$ cat src/rtl/dacfe_pkg.sv
package dacfe_pkg;
  localparam int unsigned CODE_W_DEF = 12;
  localparam int unsigned SEG_W_DEF  = 3;
  localparam int unsigned BUS_NARROW_W_DEF = 8;

  typedef struct packed {
    logic load;
    logic clear;
  } dac_cmd_t;
endpackage

$ cat src/rtl/dacfe_ctrl.sv
module dacfe_ctrl
  import dacfe_pkg::*;
#(
  parameter int unsigned NUM_CH = 2,
  parameter int unsigned ADDR_W = 2
) (
  input  logic              clk,
  input  logic              rst,
  input  logic              cs,
  input  logic              wr_in,
  input  logic [ADDR_W-1:0] addr,
  input  logic              wr_xfer,
  input  logic              xfer,
  input  logic              clr,
  output logic [NUM_CH-1:0] ch_we,
  output dac_cmd_t          cmd
);
  localparam int unsigned SEL_W = (NUM_CH > 1) ? $clog2(NUM_CH) : 1;

  logic addr_ok;
  logic strobe;

  assign addr_ok = ~|addr[ADDR_W-1:SEL_W];
  assign strobe  = cs & wr_in & addr_ok;

  genvar c;
  generate
    for (c = 0; c < NUM_CH; c++) begin : g_we
      assign ch_we[c] = strobe & (addr[SEL_W-1:0] == SEL_W'(c));
    end
  endgenerate

  assign cmd.clear = wr_xfer & clr;
  assign cmd.load  = wr_xfer & xfer & ~clr;

  p_bad_addr_r4: assert property (@(posedge clk) disable iff (rst)
    (addr[ADDR_W-1] || !cs || !wr_in) |-> (ch_we == '0));
  p_clear_wins_r6: assert property (@(posedge clk) disable iff (rst)
    (wr_xfer && clr) |-> (cmd.clear && !cmd.load));
  p_one_target_r2: assert property (@(posedge clk) disable iff (rst)
    $onehot0(ch_we));
endmodule

$ cat src/rtl/dacfe_in_reg.sv
module dacfe_in_reg #(
  parameter int unsigned CODE_W       = 12,
  parameter int unsigned BUS_NARROW_W = 8
) (
  input  logic              clk,
  input  logic              rst,
  input  logic              we,
  input  logic              wide,
  input  logic [CODE_W-1:0] bus,
  output logic [CODE_W-1:0] value
);
  localparam int unsigned LOW_W = CODE_W - BUS_NARROW_W;
  localparam logic [CODE_W-1:0] MID = CODE_W'(1) << (CODE_W - 1);

  always_ff @(posedge clk) begin
    if (rst) begin
      value <= MID;
    end else if (we) begin
      if (wide) value <= bus;
      else      value[LOW_W-1:0] <= bus[CODE_W-1 -: LOW_W];
    end
  end

  p_narrow_upper_r3: assert property (@(posedge clk) disable iff (rst)
    (we && !wide) |=> (value[CODE_W-1:LOW_W] == $past(value[CODE_W-1:LOW_W])));
  p_narrow_low_r3: assert property (@(posedge clk) disable iff (rst)
    (we && !wide) |=> (value[LOW_W-1:0] == $past(bus[CODE_W-1 -: LOW_W])));
  p_idle_hold_r4: assert property (@(posedge clk) disable iff (rst)
    !we |=> $stable(value));
endmodule

$ cat src/rtl/dacfe_dac_reg.sv
module dacfe_dac_reg
  import dacfe_pkg::*;
#(
  parameter int unsigned CODE_W = 12,
  parameter int unsigned SEG_W  = 3
) (
  input  logic                       clk,
  input  logic                       rst,
  input  dac_cmd_t                   cmd,
  input  logic [CODE_W-1:0]          in_code,
  output logic [(1<<SEG_W)-2:0]      therm,
  output logic [CODE_W-SEG_W-1:0]    lsb
);
  localparam int unsigned THERM_W = (1 << SEG_W) - 1;
  localparam int unsigned LSB_W   = CODE_W - SEG_W;
  localparam int unsigned MID_SEG = 1 << (SEG_W - 1);

  logic [THERM_W-1:0] therm_d;
  logic [THERM_W-1:0] mid_therm;

  genvar i;
  generate
    for (i = 0; i < THERM_W; i++) begin : g_seg
      assign therm_d[i]   = (int'(in_code[CODE_W-1 -: SEG_W]) > i);
      assign mid_therm[i] = (i < MID_SEG);
    end
  endgenerate

  always_ff @(posedge clk) begin
    if (rst || cmd.clear) begin
      therm <= mid_therm;
      lsb   <= '0;
    end else if (cmd.load) begin
      therm <= therm_d;
      lsb   <= in_code[LSB_W-1:0];
    end
  end

  p_clear_mid_r6: assert property (@(posedge clk) disable iff (rst)
    cmd.clear |=> (lsb == '0 && $countones(therm) == MID_SEG));
  p_load_copies_r5: assert property (@(posedge clk) disable iff (rst)
    (cmd.load && !cmd.clear) |=> (lsb == $past(in_code[LSB_W-1:0])));
  p_hold_r5: assert property (@(posedge clk) disable iff (rst)
    (!cmd.load && !cmd.clear) |=> ($stable(therm) && $stable(lsb)));
  p_therm_shape_r7: assert property (@(posedge clk) disable iff (rst)
    ((therm & (therm + THERM_W'(1))) == '0));
endmodule

$ cat src/rtl/dual_dac_frontend.sv
module dual_dac_frontend
  import dacfe_pkg::*;
#(
  parameter int unsigned CODE_W       = CODE_W_DEF,
  parameter int unsigned SEG_W        = SEG_W_DEF,
  parameter int unsigned BUS_NARROW_W = BUS_NARROW_W_DEF,
  parameter int unsigned ADDR_W       = 2
) (
  input  logic                       clk,
  input  logic                       rst,
  input  logic [CODE_W-1:0]          bus_data,
  input  logic                       wide_mode,
  input  logic [ADDR_W-1:0]          addr,
  input  logic                       cs,
  input  logic                       wr_in,
  input  logic                       wr_xfer,
  input  logic                       xfer,
  input  logic                       clr,
  output logic [(1<<SEG_W)-2:0]      dac_a_therm,
  output logic [CODE_W-SEG_W-1:0]    dac_a_lsb,
  output logic [CODE_W-1:0]          dac_a_code,
  output logic [(1<<SEG_W)-2:0]      dac_b_therm,
  output logic [CODE_W-SEG_W-1:0]    dac_b_lsb,
  output logic [CODE_W-1:0]          dac_b_code
);
  localparam int unsigned NUM_CH  = 2;
  localparam int unsigned THERM_W = (1 << SEG_W) - 1;
  localparam int unsigned LSB_W   = CODE_W - SEG_W;

  logic [NUM_CH-1:0]  ch_we;
  dac_cmd_t           cmd;
  logic [CODE_W-1:0]  stage_q [NUM_CH];
  logic [THERM_W-1:0] therm_q [NUM_CH];
  logic [LSB_W-1:0]   lsb_q   [NUM_CH];
  logic [SEG_W-1:0]   seg_cnt [NUM_CH];

  dacfe_ctrl #(
    .NUM_CH (NUM_CH),
    .ADDR_W (ADDR_W)
  ) u_ctrl (
    .clk     (clk),
    .rst     (rst),
    .cs      (cs),
    .wr_in   (wr_in),
    .addr    (addr),
    .wr_xfer (wr_xfer),
    .xfer    (xfer),
    .clr     (clr),
    .ch_we   (ch_we),
    .cmd     (cmd)
  );

  genvar c;
  generate
    for (c = 0; c < NUM_CH; c++) begin : g_ch
      dacfe_in_reg #(
        .CODE_W       (CODE_W),
        .BUS_NARROW_W (BUS_NARROW_W)
      ) u_in (
        .clk   (clk),
        .rst   (rst),
        .we    (ch_we[c]),
        .wide  (wide_mode),
        .bus   (bus_data),
        .value (stage_q[c])
      );

      dacfe_dac_reg #(
        .CODE_W (CODE_W),
        .SEG_W  (SEG_W)
      ) u_dac (
        .clk     (clk),
        .rst     (rst),
        .cmd     (cmd),
        .in_code (stage_q[c]),
        .therm   (therm_q[c]),
        .lsb     (lsb_q[c])
      );

      always_comb begin
        seg_cnt[c] = '0;
        for (int k = 0; k < THERM_W; k++) begin
          seg_cnt[c] = seg_cnt[c] + SEG_W'(therm_q[c][k]);
        end
      end
    end
  endgenerate

  assign dac_a_therm = therm_q[0];
  assign dac_a_lsb   = lsb_q[0];
  assign dac_a_code  = {seg_cnt[0], lsb_q[0]};
  assign dac_b_therm = therm_q[1];
  assign dac_b_lsb   = lsb_q[1];
  assign dac_b_code  = {seg_cnt[1], lsb_q[1]};

  p_joint_update_r5: assert property (@(posedge clk) disable iff (rst)
    $changed(dac_a_code) |-> $past(cmd.load || cmd.clear));
  p_ab_together_r5: assert property (@(posedge clk) disable iff (rst)
    $changed(dac_b_code) |-> $past(cmd.load || cmd.clear));
endmodule

$ cat config.mk
export PLATFORM = sky130hd
export DESIGN_NAME = dual_dac_frontend
export DESIGN_NICKNAME = d
export VERILOG_FILES = /design/src/rtl/dacfe_pkg.sv /design/src/rtl/dacfe_ctrl.sv /design/src/rtl/dacfe_in_reg.sv /design/src/rtl/dacfe_dac_reg.sv /design/src/rtl/dual_dac_frontend.sv
export SDC_FILE = /design/constraint.sdc
export NUM_CORES = 1
export LEC_CHECK = 0
export ABC_AREA = 1
export CORE_MARGIN = 2
export CORE_UTILIZATION = 42
export DETAILED_ROUTE_END_ITERATION = 10
export PLACE_DENSITY_LB_ADDON = 0.15
export SETUP_SLACK_MARGIN = 0.2
export SLEW_MARGIN = 20
export SYNTH_ARGS = -nofsm -noshare
export SYNTH_HDL_FRONTEND = slang
export SYNTH_HIERARCHICAL = 1
export SYNTH_SLANG_ARGS = --single-unit
$ cat constraint.sdc
create_clock -name clk -period 2.7 [get_ports clk]
set_input_delay 0.54 -clock clk [delete_from_list [all_inputs] [get_ports clk]]
set_output_delay 0.54 -clock clk [all_outputs]
set_load 0.1 [all_outputs]
Yosys cells after proc, flatten, opt, wreduce, memory -nomap -nowiden
Cells that the tools add are included.

word-level totals
  register bits = 56
  word-level logic and storage cells = 48
  RAM bits = 0
  bits of input ports = 22
  bits in read-only memories = 0
  output and inout port bits = 56
  memories kept = 0
  bits in latches = 0

cells by class
  bitwise gates (word level) = 9
  reductions and logical operators = 4
  order comparisons = 14
  shift-type cells = 0
  divide/modulo/power cells = 0
  $add $sub $neg = 12
  equality and inequality tests = 0
  $mul = 0
  muxes and demuxes = 1

operators by type and width
  operator            count
  $add 3x1->3         8
  $gt 3x3->1 const B  6
  $gt 3x1->1 const B  4
  $gt 3x2->1 const B  4
  $and 1x1->1         7
  $add 2x1->3         2
  $add 1x1->2         2
  $mux 4              1
  $reduce_and 2->1    2
  $not 1->1           2
  $logic_not 1->1     1
  $logic_or 1x1->1    1

Depth between registers and ports, before layout
  depth after elaboration = 6
  gate-level depth with buffers = 8

Hierarchy
The synthesis kept the hierarchy.

modules (own cells, without submodules)
  module             cells an instance  instances  area an instance (um2)
  dacfe_dac_reg      80                 2          599.3
  dacfe_in_reg       69                 2          485.5
  dual_dac_frontend  42                 1          355.3
  dacfe_ctrl         9                  1          40.0

Worst setup path after synthesis
Ideal clock, no wire load.

  path kind = register -> output
  start = register g_ch[0].u_dac.therm[0]
  end = output port dac_a_code[10]
  stages on the path, launching flop included = 7
  setup slack = -1.482 ns
  buffers on the path = 0
  arrival = 3.642 ns
  cells stage by stage = dfxtp_1 > inv_1 > fa_1 > fa_1 > inv_1 > fa_1 > fa_1

on the way
  word-level cells in the longest chain between the ends = 6

RTL lines
  item                       RTL line                 source
  from (decl)                dacfe_dac_reg.sv:11      output logic [(1<<SEG_W)-2:0] therm,
  from (signal assigned)     dacfe_dac_reg.sv:31      therm <= mid_therm;
  from (signal assigned)     dacfe_dac_reg.sv:34      therm <= therm_d;
  $add 1x1->2                dual_dac_frontend.sv:83  seg_cnt[c] = seg_cnt[c] + SEG_W'(therm_q[c][k]);
  $add 2x1->3                dual_dac_frontend.sv:83
  $add 3x1->3 (4 in series)  dual_dac_frontend.sv:83
  to (decl)                  dual_dac_frontend.sv:21  output logic [CODE_W-1:0] dac_a_code,

No other way between the ends.

Worst setup path in the final report
Same ends and word-level chain as after synthesis.

==> metrics <==
Die W 82.1 um; final hold vios 0; worst slack, placed -0.326 ns; Slew HR 0.571; largest net degree at the start of global routing 19; GRT Resource Usage Total 0.169; Synth Area in Adders 0.0624; post-DP HPWL 3980 um; EDFF count, synth 0; Synth warnings 6; Gate Count Post-Synth 349; Core ar. 5920 sq um; cts bufs inserted 5; maxcap violations 0; first-pass GRT wire length 8810 um; crit path capture type output pin; std cell rows 28; post-route insts no fill 492; Area contributors post-synth dfxtp_1, nand2_1, nor2_1; xor and xnor area share after synthesis 0; WL per Instance 10.6 um; vias in the first global route 2011; Synth Net Count between 300 and 400; cell family with most CP delay adder cells; fmax 300 MHz; grt ovf 0; fin crit share 1.23; TNS Setup -2.60 ns; antenna viol nets, final 0; post-CTS sizing 0; Vias 2244; critical path fanouts, max 2; RSZ-0062 raised after global routing yes; Worst-Margin Slew ~0.64 ns; FF+latch count, synth 56; # IOs between 70 and 80; Inst Count DP 483; CTS tree yes; initial antenna violation count 0; total wire length 5200 um; Yosys top cell by area dfxtp_1; failing checks negative setup slack; mux cell area share after synthesis 0; Crit path required time about 2.2 ns; Seq/Total Area, Yosys 0.437; CTS root buffer clkbuf_8; ys async rst share 0; Die Y 82.1 um; Worst-path clk slew 0.10 ns; Hold Slack 0.469 ns; drt pass-1 iters 4; Synth Area in Compound Gates 0.0702; DRT iter0 DRCs 75; CP cell instances inv_2 -> fa_1 -> fa_1 -> inv_1 -> fa_2 -> fa_2 -> buf_12; # hold bufs at CTS 0; worst skew pair latency 0.30 ns; minimum clock period 3.33 ns; most common cell in the netlist nand2_1; slowest CP cell fa_2; Post-synth top cells nand2_1, dfxtp_1, nor2_1, inv_1, a21oi_1; Antenna Cells 0; Nets 446; htree depth 2; Final WS setup -0.632 ns; Setup crit start kind register; Critical Path Max Stage Delay 0.56 ns; # DRC 0; VDD IR max 0.000261 V; worst hold path type reg2reg; Final Slew Violations 0; largest family of logic cells by synthesized area simple AND/OR/NAND/NOR gates; simple-gate portion of the synthesized area 0.273; layout cells sized above 1 0.233; CTS Buffer Depth 2; top-area cell type share of the netlist area 0.437; Crit Path Class reg2out; RePlAce Congestion 0.810; # clock sinks 56; Finish-stage setup viols 6; status finished, violations left; die area roughly 6700 sq um; Max Clock Skew 0.0103 ns; static leakage power ~1.6 nW; Distinct cells, synth 16; Worst Path Buf+Inv 3; Top FF cell, synth dfxtp_1; Vias/cell 4.56; mean post-synth cell area between 7 and 8 sq um; power per cell area slightly below 500 nW/um^2; Worst Path Arrival 2.79 ns; initial core utilization 0.433; Area Growth Syn to Fin 30.3%; Synth Cell Area 2560 sq um; I/O Buffers 77
==> sequential cells by signal, summed over array words and instances, names as in the netlist <==
signal,flops
g_ch.u_in/value,24
g_ch.u_dac/lsb,18
g_ch.u_dac/therm,14
==> layout make-up <==
cell class | count | area (sq um)
fill | 601 | 2580
timing repair buffer | 86 | 773
tap | 75 | 93.8
sequential | 56 | 1150
multi-input combinational | 218 | 1050
inverter | 49 | 194
clock buffer | 7 | 76.3
clock inverter | 1 | 5.00
==> worst min-delay path: cells and delay by family (launching register included) <==
kind               cells  cell delay [ns]
and+or+nand+nor        1             0.06
AOI/OAI and AO/OA      1             0.05
DFF                    1             0.32
==> where the power goes <==
part,internal [W],leakage (nW),switching (W),total [W]
combinational,0.000130,1.06,0.000243,0.000373
clock,0.000183,0.0422,0.000249,0.000432
sequential,0.000837,0.455,0.00000992,0.000847
total,0.00115,1.56,0.000502,0.00165
==> through the flow <==
| step | area (sq um) | total power, W | utilization |
|---|---|---|---|
| finish | 3340 | 0.00165 | 0.565 |
| global route | 3340 | 0.00174 | 0.565 |
| CTS | 3340 | 0.00167 | 0.565 |
| detailed placement | 3250 | 0.00124 | 0.550 |
| global placement | 3250 | 0.00124 | 0.550 |
| floorplan | 2600 | 0.00112 | - |
==> placed cells by master, fill, tap and decap left out, drive strengths merged <==
| cell type | Yosys | routed |
|---|---|---|
| clkdlybuf4s50 | 0 | 21 |
| o21ai | 14 | 14 |
| nand3 | 21 | 21 |
| inv | 47 | 47 |
| nand2 | 98 | 98 |
| clkinv | 2 | 3 |
| nor2 | 55 | 55 |
| clkbuf | 2 | 7 |
| buf | 24 | 65 |
| dfxtp | 56 | 56 |
| a21oi | 22 | 22 |
| fa | 8 | 8 |
==> metal layers <==
layer | vias up | GRT usage | routed length, um
met5 | - | 0 | 0
met4 | 0 | 0.0667 | 89
met3 | 9 | 0.0446 | 292
met2 | 55 | 0.270 | 2370
met1 | 1009 | 0.219 | 2450
li1 | 1171 | - | -
==> final timing paths <==
kind / startpoint / end / slack (ns) / cells after the start
max: g_ch[0].u_dac/therm[0] / dac_a_code[10] / -0.63 / 7
min reg2reg: g_ch[1].u_in/value[6] / g_ch[1].u_dac/lsb[6] / 0.47 / 2
max reg2reg: g_ch[1].u_dac/therm[1] / g_ch[1].u_dac/therm[1] / 1.87 / 4
min: g_ch[1].u_in/value[6] / g_ch[1].u_dac/lsb[6] / 0.47 / 2
==> what timing repair did <==
| item | 4_1_cts | 5_1_grt |
|---|---|---|
| pin swaps | 3 | 0 |
| buffers inserted | 1 | 0 |
| hold endpoints to repair | 0 | 0 |
| endpoints found under the setup margin | 6 | 6 |
==> cell families after synthesis <==
family	Yosys count
flops	56
simple gates	174
compound gates	36
buf+inv	75
fa+ha+maj	8
No activity file was read; power rests on OpenSTA's default activity.
